[config.mk]
export PLATFORM = sky130hd
export DESIGN_NAME = serial_rx_buffered
export DESIGN_NICKNAME = d
export VERILOG_FILES = /design/src/rtl/rx_pkg.sv /design/src/rtl/rx_deser.sv /design/src/rtl/rx_fifo.sv /design/src/rtl/serial_rx_buffered.sv
export SDC_FILE = /design/constraint.sdc
export NUM_CORES = 1
export LEC_CHECK = 0
export ABC_AREA = 1
export CAP_MARGIN = 20
export CORE_MARGIN = 4
export CORE_UTILIZATION = 50
export DETAILED_ROUTE_END_ITERATION = 10
export DONT_BUFFER_PORTS = 1
export PLACE_DENSITY = 0.69
export SLEW_MARGIN = 5
export SYNTH_ARGS = -nofsm -noshare
export SYNTH_HDL_FRONTEND = slang
export SYNTH_SLANG_ARGS = --single-unit
export TNS_END_PERCENT = 20
[constraint.sdc]
create_clock -name clk_i -period 2.4 [get_ports clk_i]
set_input_delay 0.12 -clock clk_i [delete_from_list [all_inputs] [get_ports clk_i]]
set_output_delay 0.12 -clock clk_i [all_outputs]
set_load 0.01 [all_outputs]
[src/rtl/rx_pkg.sv]
package rx_pkg;
  localparam int DATA_W = 8;

  typedef enum logic [1:0] {
    PAR_NONE  = 2'd0,
    PAR_EVEN  = 2'd1,
    PAR_ODD   = 2'd2,
    PAR_FIXED = 2'd3
  } par_mode_e;

  typedef struct packed {
    logic [DATA_W-1:0] data;
    logic              perr;
    logic              ferr;
    logic              brk;
    logic              ovr;
  } rx_entry_t;
endpackage

[src/rtl/rx_deser.sv]
module rx_deser
  import rx_pkg::*;
#(
  parameter int OSR = 16
) (
  input  logic      clk_i,
  input  logic      rst_ni,
  input  logic      tick_i,
  input  logic      rxd_i,
  input  logic [1:0] len_sel_i,
  input  par_mode_e par_sel_i,
  input  logic      par_fix_i,
  output logic      push_o,
  output rx_entry_t entry_o
);
  localparam int CNT_W = $clog2(OSR);
  localparam logic [CNT_W-1:0] MID  = CNT_W'(OSR/2 - 1);
  localparam logic [CNT_W-1:0] LAST = CNT_W'(OSR - 1);

  typedef enum logic [2:0] {S_HUNT, S_START, S_DATA, S_PAR, S_STOP, S_MARK} st_e;

  st_e              state_q;
  logic [1:0]       sync_q;
  logic [CNT_W-1:0] cnt_q;
  logic [2:0]       idx_q;
  logic [DATA_W-1:0] sh_q;
  logic             par_q;
  logic             rx_s;
  logic [DATA_W-1:0] data_al;
  logic             perr_c, brk_c, ones;

  assign rx_s    = sync_q[1];
  assign data_al = sh_q >> (2'd3 - len_sel_i);
  assign ones    = ^data_al;

  always_comb begin
    unique case (par_sel_i)
      PAR_EVEN:  perr_c = ones ^ par_q;
      PAR_ODD:   perr_c = ~(ones ^ par_q);
      PAR_FIXED: perr_c = par_q != par_fix_i;
      default:   perr_c = 1'b0;
    endcase
    brk_c = !rx_s && (data_al == '0) && (par_sel_i == PAR_NONE || !par_q);
  end

  always_ff @(posedge clk_i or negedge rst_ni) begin
    if (!rst_ni) begin
      state_q <= S_HUNT;
      sync_q  <= 2'b11;
      cnt_q   <= '0;
      idx_q   <= '0;
      sh_q    <= '0;
      par_q   <= 1'b0;
      push_o  <= 1'b0;
      entry_o <= '0;
    end else begin
      sync_q <= {sync_q[0], rxd_i};
      push_o <= 1'b0;
      if (tick_i) begin
        unique case (state_q)
          S_HUNT: if (!rx_s) begin
            state_q <= S_START;
            cnt_q   <= '0;
          end
          S_START: if (cnt_q == MID) begin
            cnt_q   <= '0;
            idx_q   <= '0;
            state_q <= rx_s ? S_HUNT : S_DATA;
          end else cnt_q <= cnt_q + 1'b1;
          S_DATA: if (cnt_q == LAST) begin
            cnt_q <= '0;
            sh_q  <= {rx_s, sh_q[DATA_W-1:1]};
            if (idx_q == 3'd4 + {1'b0, len_sel_i})
              state_q <= (par_sel_i == PAR_NONE) ? S_STOP : S_PAR;
            else idx_q <= idx_q + 1'b1;
          end else cnt_q <= cnt_q + 1'b1;
          S_PAR: if (cnt_q == LAST) begin
            cnt_q   <= '0;
            par_q   <= rx_s;
            state_q <= S_STOP;
          end else cnt_q <= cnt_q + 1'b1;
          S_STOP: if (cnt_q == LAST) begin
            cnt_q   <= '0;
            push_o  <= 1'b1;
            entry_o <= '{data: data_al, perr: perr_c, ferr: !rx_s, brk: brk_c, ovr: 1'b0};
            state_q <= brk_c ? S_MARK : S_HUNT;
          end else cnt_q <= cnt_q + 1'b1;
          S_MARK: if (rx_s) state_q <= S_HUNT;
          default: state_q <= S_HUNT;
        endcase
      end
    end
  end


  false_start_chk: assert property (@(posedge clk_i) disable iff (!rst_ni)
    (tick_i && state_q == S_START && cnt_q == MID && rx_s) |=> state_q == S_HUNT);


  mark_hold_chk: assert property (@(posedge clk_i) disable iff (!rst_ni)
    (push_o && entry_o.brk) |=> (state_q == S_MARK || state_q == S_HUNT) && !push_o);
endmodule

[src/rtl/rx_fifo.sv]
module rx_fifo
  import rx_pkg::*;
#(
  parameter int DEPTH = 4
) (
  input  logic      clk_i,
  input  logic      rst_ni,
  input  logic      push_i,
  input  rx_entry_t entry_i,
  input  logic      pop_i,
  output rx_entry_t head_o,
  output logic      valid_o,
  output logic      full_o
);
  localparam int PTR_W = (DEPTH > 1) ? $clog2(DEPTH) : 1;
  localparam int CNT_W = $clog2(DEPTH + 1);
  localparam logic [PTR_W-1:0] PTR_MAX = PTR_W'(DEPTH - 1);
  localparam logic [CNT_W-1:0] CNT_FULL = CNT_W'(DEPTH);

  rx_entry_t        mem_q [DEPTH];
  logic [PTR_W-1:0] wr_q, rd_q, newest;
  logic [CNT_W-1:0] count_q;
  logic             pop, accept;

  assign full_o  = count_q == CNT_FULL;
  assign valid_o = count_q != '0;
  assign pop     = pop_i && valid_o;
  assign accept  = push_i && (!full_o || pop);
  assign newest  = (wr_q == '0) ? PTR_MAX : wr_q - 1'b1;
  assign head_o  = mem_q[rd_q];

  always_ff @(posedge clk_i or negedge rst_ni) begin
    if (!rst_ni) begin
      wr_q    <= '0;
      rd_q    <= '0;
      count_q <= '0;
      for (int i = 0; i < DEPTH; i++) mem_q[i] <= '0;
    end else begin
      if (accept) begin
        mem_q[wr_q] <= entry_i;
        wr_q <= (wr_q == PTR_MAX) ? '0 : wr_q + 1'b1;
      end else if (push_i) begin
        mem_q[newest].ovr <= 1'b1;
      end
      if (pop) rd_q <= (rd_q == PTR_MAX) ? '0 : rd_q + 1'b1;
      count_q <= count_q + CNT_W'(accept) - CNT_W'(pop);
    end
  end


  depth_bound_chk: assert property (@(posedge clk_i) disable iff (!rst_ni)
    count_q <= CNT_FULL);


  empty_pop_chk: assert property (@(posedge clk_i) disable iff (!rst_ni)
    (pop_i && !valid_o && !push_i) |=> !valid_o);


  overrun_keep_chk: assert property (@(posedge clk_i) disable iff (!rst_ni)
    (push_i && full_o && !pop_i) |=> full_o && $stable(rd_q) && $stable(wr_q));


  swap_full_chk: assert property (@(posedge clk_i) disable iff (!rst_ni)
    (push_i && pop_i && full_o) |=> full_o && !mem_q[newest].ovr);
endmodule

[src/rtl/serial_rx_buffered.sv]
module serial_rx_buffered
  import rx_pkg::*;
#(
  parameter int OSR   = 16,
  parameter int DEPTH = 4
) (
  input  logic       clk_i,
  input  logic       rst_ni,
  input  logic       tick_i,
  input  logic       rxd_i,
  input  logic [1:0] len_sel_i,
  input  logic [1:0] par_sel_i,
  input  logic       par_fix_i,
  input  logic       rd_i,
  output logic       valid_o,
  output logic [7:0] data_o,
  output logic       parity_err_o,
  output logic       frame_err_o,
  output logic       break_o,
  output logic       overrun_o,
  output logic       rts_o
);
  rx_entry_t rx_entry, head;
  logic      rx_push, full;

  rx_deser #(.OSR(OSR)) u_deser (
    .clk_i     (clk_i),
    .rst_ni    (rst_ni),
    .tick_i    (tick_i),
    .rxd_i     (rxd_i),
    .len_sel_i (len_sel_i),
    .par_sel_i (par_mode_e'(par_sel_i)),
    .par_fix_i (par_fix_i),
    .push_o    (rx_push),
    .entry_o   (rx_entry)
  );

  rx_fifo #(.DEPTH(DEPTH)) u_fifo (
    .clk_i   (clk_i),
    .rst_ni  (rst_ni),
    .push_i  (rx_push),
    .entry_i (rx_entry),
    .pop_i   (rd_i),
    .head_o  (head),
    .valid_o (valid_o),
    .full_o  (full)
  );

  assign data_o       = head.data;
  assign parity_err_o = head.perr;
  assign frame_err_o  = head.ferr;
  assign break_o      = head.brk;
  assign overrun_o    = head.ovr;
  assign rts_o        = !full;


  rts_hold_chk: assert property (@(posedge clk_i) disable iff (!rst_ni)
    (!rts_o && !rd_i) |=> !rts_o);
endmodule

* Yosys cells after proc, flatten, opt, wreduce, memory -nomap -nowiden *
Index checks and enable logic that the tools add are counted.

word-level totals
  register bits after elaboration = 88
  input port bits = 10
  output and inout port bits = 14
  logic and storage cells = 141

cells by class
  add/subtract/negate cells = 9
  $lt $le $gt $ge = 5
  equality and inequality tests = 23
  shift operators = 1
  multiplexer cells = 37
  bitwise operators = 5
  reductions and logical operators = 27

operators by type and width
  cell                number
  $bwmux 48           2
  $mux 48             2
  $demux 12 s2        2
  $mux 12             3
  $mux 3              12
  $bmux 12 s2         1
  $pmux 3 s6          1
  $mux 4              3
  $ne 2x1->1 const B  6
  $pmux 4 s3          1
  $reduce_and 3->1    4
  $eq 3x3->1 const B  3
  $ge 3x3->1 const B  3
  $not 2->3           3
  $eq 2x2->1 const B  4
  $logic_not 8->1     1
  $mux 2              4
  $reduce_and 8->1    1
  $reduce_xor 8->1    1
  $shr 8x2->8         1
  $eq 3x2->1 const B  2
  $logic_and 1x1->1   6
  $lt 3x1->1 const B  2
  $pmux 3 s2          1
  27 further kinds    38

* Logic depth before layout (Yosys ltp) *
  word-level depth = 10
  depth in mapped cells = 15
  gate-level depth less buffers = 15

* Cells and area by module *
A second synthesis with hierarchy kept.

second synthesis, totals
  cell total of the unflattened synthesis = 560
  area, all modules = 4,712.0 µm²

modules (own cells, without submodules)
  module              instances  cells an instance  area each (µm²)  seq. area each (µm²)
  rx_fifo             1          304                2,737.6          1,376.3
  rx_deser            1          255                1,970.6          828.3
  serial_rx_buffered  1          1                  3.8              0.0

* Least setup slack after synthesis *
Ideal clock, no wire load.

  path type = register to register
  start = register u_fifo.count_q[1]
  end = register u_fifo.count_q[2]
  library setup time = 129 ps
  arrival = 1,668 ps
  required time = 2,271 ps
  setup slack = 603 ps
  cell stages (with the launch flop) = 8
  path buffers = 0
  period minus slack after synthesis = 1,797 ps
  cells stage by stage = dfrtp_1 > inv_1 > a31oi_1 > ha_1 > inv_1 > ha_1 > fa_1 > xor2_1

between the ends
  cells in the longest elaborated chain, start to end = 6
  elaborated cells on any way between the ends = 8
  those cells by class = 2 x add/sub; 1 x eq/ne; 5 x reduce/logical

RTL lines
  item                    line           source
  from (decl)             rx_fifo.sv:22  logic [CNT_W-1:0] count_q;
  from (signal assigned)  rx_fifo.sv:46  count_q <= count_q + CNT_W'(accept) - CNT_W'(pop);
  $reduce_bool 3->1 *     rx_fifo.sv:26  assign valid_o = count_q != '0;
  $logic_and 1x1->1 *     rx_fifo.sv:27  assign pop = pop_i && valid_o;
  via u_fifo.pop          rx_fifo.sv:23  logic pop, accept;
  $logic_or 1x1->1        rx_fifo.sv:28  assign accept = push_i && (!full_o || pop);
  $logic_and 1x1->1       rx_fifo.sv:28
  $add 3x1->3             rx_fifo.sv:46
  $sub 3x1->3 *           rx_fifo.sv:46

Mark *: on every way through the listed nets, which the timed path passes. The rest lies on a longest branch.
A chain may end at the register's enable or synchronous reset.

* Final worst setup path *
  start = register u_fifo.rd_q[0]
  end = output port data_o[1]

between the ends
  cells in the longest elaborated chain, start to end = 4

RTL lines
  item                                         line                      source
  from (decl)                                  rx_fifo.sv:21             logic [PTR_W-1:0] wr_q, rd_q, newest;
  from (signal assigned)                       rx_fifo.sv:45             if (pop) rd_q <= (rd_q == PTR_MAX) ? '0 : rd_q + 1'b1;
  $not 2->3 (implied by the code)              rx_fifo.sv:30             assign head_o = mem_q[rd_q];
  $bmux 12 s2                                  rx_fifo.sv:30
  $mux 12 (implied by the code) (2 in series)  rx_fifo.sv:30
  to (decl)                                    serial_rx_buffered.sv:16  output logic [7:0] data_o,

Every way passes these cells. The select of a mux whose other input is x is not followed.

==> results.json <==
{
  "rsz0062_at_grt": "false",
  "fin_worst_skew_ps": 15.7,
  "start_kind": "register",
  "final_cells": 666,
  "drt-vias-per-instance": 5.24,
  "violations": "negative hold slack",
  "hpwl_mm": 5.87,
  "async_flop_share_pct": 100,
  "cts_root_buf": "clkbuf_8",
  "max_stage_delay_ps": 560,
  "grt_max_degree": 89,
  "io_pins": 24,
  "die_h_um": 103,
  "p_total_mw": 4.21,
  "firstDrtPassIters": 4,
  "power_density_nw_per_um2": 865,
  "setup_viol": 0,
  "ir_drop_mv": 0.517,
  "p_leak_nw": 2.36,
  "path_max_fanout": 25,
  "die_w_um": 103,
  "synth_edf_count": 0,
  "placed_cells_incl_taps": 642,
  "track_usage_pct": 18.7,
  "ys_seq_area_share_pct": 49.0,
  "ant_nets": 0,
  "dr_wl_met2_mm": 4.25,
  "drc": 0,
  "wl_mm": 9.09,
  "synth_area_um2": 4500,
  "hold_path_class": "input port to register",
  "avgSynthCellArea_um2": 8.16,
  "cts.sinks": 88,
  "crit_arrival_ps": 1810,
  "required_ps": 2280,
  "nets": 580,
  "holdWs_ps": -10.6,
  "min_period_over_period_pct": 80.6,
  "synth_seq_cells": 88,
  "crit_slowest_cell": "inv_1",
  "cp-end-kind": "output port",
  "start_util_pct": 51.5,
  "grt_pass1_wl_mm": 15.5,
  "wl_per_cell_um": 13.7,
  "antenna_found_initial": 0,
  "clk_latency_ps": 370,
  "status": "finished, violations left",
  "grt_pass1_vias": 3292,
  "wl_met3_um": 481,
  "io_buffers": 0,
  "cts_tree": "built",
  "relSlewSlack_pct": 49.1,
  "layout.cells.most_common": "nand2_1",
  "routedLengthMet1_mm": 4.23,
  "synth_warnings": 0,
  "gp_congestion": 0.862,
  "finalCriticalPeriod_ps": 1930,
  "rows": 34,
  "path_cells": "inv_1 > o21ai_0 > o22ai_1",
  "finalSetupTns_ps": 0,
  "hold_viol_final": 2,
  "worst_pin_slew_ps": 762,
  "synth_cell_types": 27,
  "vias": 3491,
  "drt_iter0_markers": 150,
  "cts-buffers-inserted": 9,
  "maxUsedRoutingLayer": "met4",
  "synthCells": 551,
  "synth_ff_type": "dfrtp_1",
  "cts.htree.levels": 3,
  "core_region_area_um2": 8720,
  "design.die.area_um2": 10600,
  "syn_nets": 578,
  "n_antenna_cell": 0,
  "report.final.slew_viol_count": 0,
  "drive_above_1_share_pct": 8.78,
  "area_growth_pct": 8.43,
  "fmax_mhz": 517,
  "clock_path_buffers": 2,
  "layout_common_cells": "nand2_1, dfrtp_1, o21ai_0",
  "clkTransAtPathRegs_ps": 100,
  "drv_cap": 0,
  "worstSetupPathType": "register to output port",
  "overflow": 0
}
-- flip-flops by register name, summed over array words and instances, names as in the netlist --
signal	count
u_deser.par_q	1
u_deser.push_o	1
u_deser.sh_q	8
u_fifo.mem_q	48
u_deser.cnt_q	4
u_fifo.wr_q	2
u_deser.state_q	3
u_deser.sync_q	2
u_deser.idx_q	3
u_fifo.rd_q	2
u_fifo.count_q	3
u_deser.entry_o	11
-- power by group --
part / leakage (nW) / internal [mW] / switching, mW
Combinational: 1.08 / 0.457 / 0.937
Sequential: 1.18 / 1.60 / 0.122
Clock: 0.104 / 0.505 / 0.599
-- routing by layer --
layer	up-vias	global-route usage, %
li1	1796	-
met5	-	0
met3	8	4.26
met1	1633	24.7
met4	0	7.07
met2	54	30.2
-- path summary, 6_finish.rpt --
check	from	endpoint	slack [ps]	cells after the start
max	u_fifo.rd_q[0]	data_o[1]	470	3
max in group asynchronous	rst_ni	u_deser.sync_q[1]	1720	2
min reg2reg	u_deser.sync_q[0]	u_deser.sync_q[1]	360	0
min	par_sel_i[0]	u_deser.entry_o[3]	-10	4
max reg2reg	u_fifo.count_q[1]	u_fifo.count_q[2]	490	7
min in group asynchronous	rst_ni	u_fifo.rd_q[0]	340	2
-- synthesized netlist by cell type (3+ instances only) --
library cell | count | area share, %
nand2_4 | 4 | 1.0
o21ai_0 | 93 | 10
dfrtp_1 | 86 | 48
inv_2 | 4 | 0.33
xnor2_1 | 3 | 0.58
inv_1 | 50 | 4.2
clkbuf_1 | 6 | 0.50
a21oi_1 | 5 | 0.56
nor2_1 | 55 | 4.6
ha_1 | 16 | 4.5
o21ai_1 | 9 | 1.0
nand3_1 | 24 | 2.7
o22ai_1 | 13 | 1.8
xor2_1 | 3 | 0.58
nand2_1 | 145 | 12
nand4_1 | 6 | 0.84
buf_6 | 11 | 2.8
nor2_2 | 4 | 0.56
-- cell families after synthesis --
| logic type | count (synthesis) | share of synthesized area [%] |
|---|---|---|
| flip-flops | 88 | 49.0 |
| adder cells (fa/ha/maj) | 17 | 4.90 |
| AND/OR/NAND/NOR | 243 | 22.6 |
| buffers and inverters | 73 | 7.99 |
| XOR/XNOR | 6 | 1.17 |
| AO/OA/AOI/OAI | 124 | 14.3 |
-- metrics by stage --
step,instance area [µm²],setup slack [ps],util [%]
floorplan,4500,603,-
global placement,4490,548,51.5
detailed placement,4490,502,51.5
CTS,4800,42.4,55.0
global route,4870,307,55.9
finish,4870,466,55.9
-- worst max-delay path, delay by kind of cell (launching register included) --
| family | cells | cell delay (ps) |
|---|---|---|
| buffers and inverters | 1 | 560 |
| AO/OA/AOI/OAI | 2 | 500 |
| flip-flops | 1 | 390 |
-- what timing repair did --
| item | in CTS | in global routing |
|---|---|---|
| setup endpoints to repair | 0 | 1 |
| endpoints found under the hold margin | 94 | 0 |
| buffers inserted | 0 | 1 |
| resized for setup | 0 | 21 |
| hold buffers | 8 | 0 |
-- area by class of cell --
cell class	instances	area (µm²)
clock buffer	9	124
clock inverter	7	86.3
fill	822	3850
inverter	54	203
multi-input combinational	390	2010
sequential	88	2200
tap	108	135
timing repair buffer	10	110
Power figures use the tool's default switching activity.
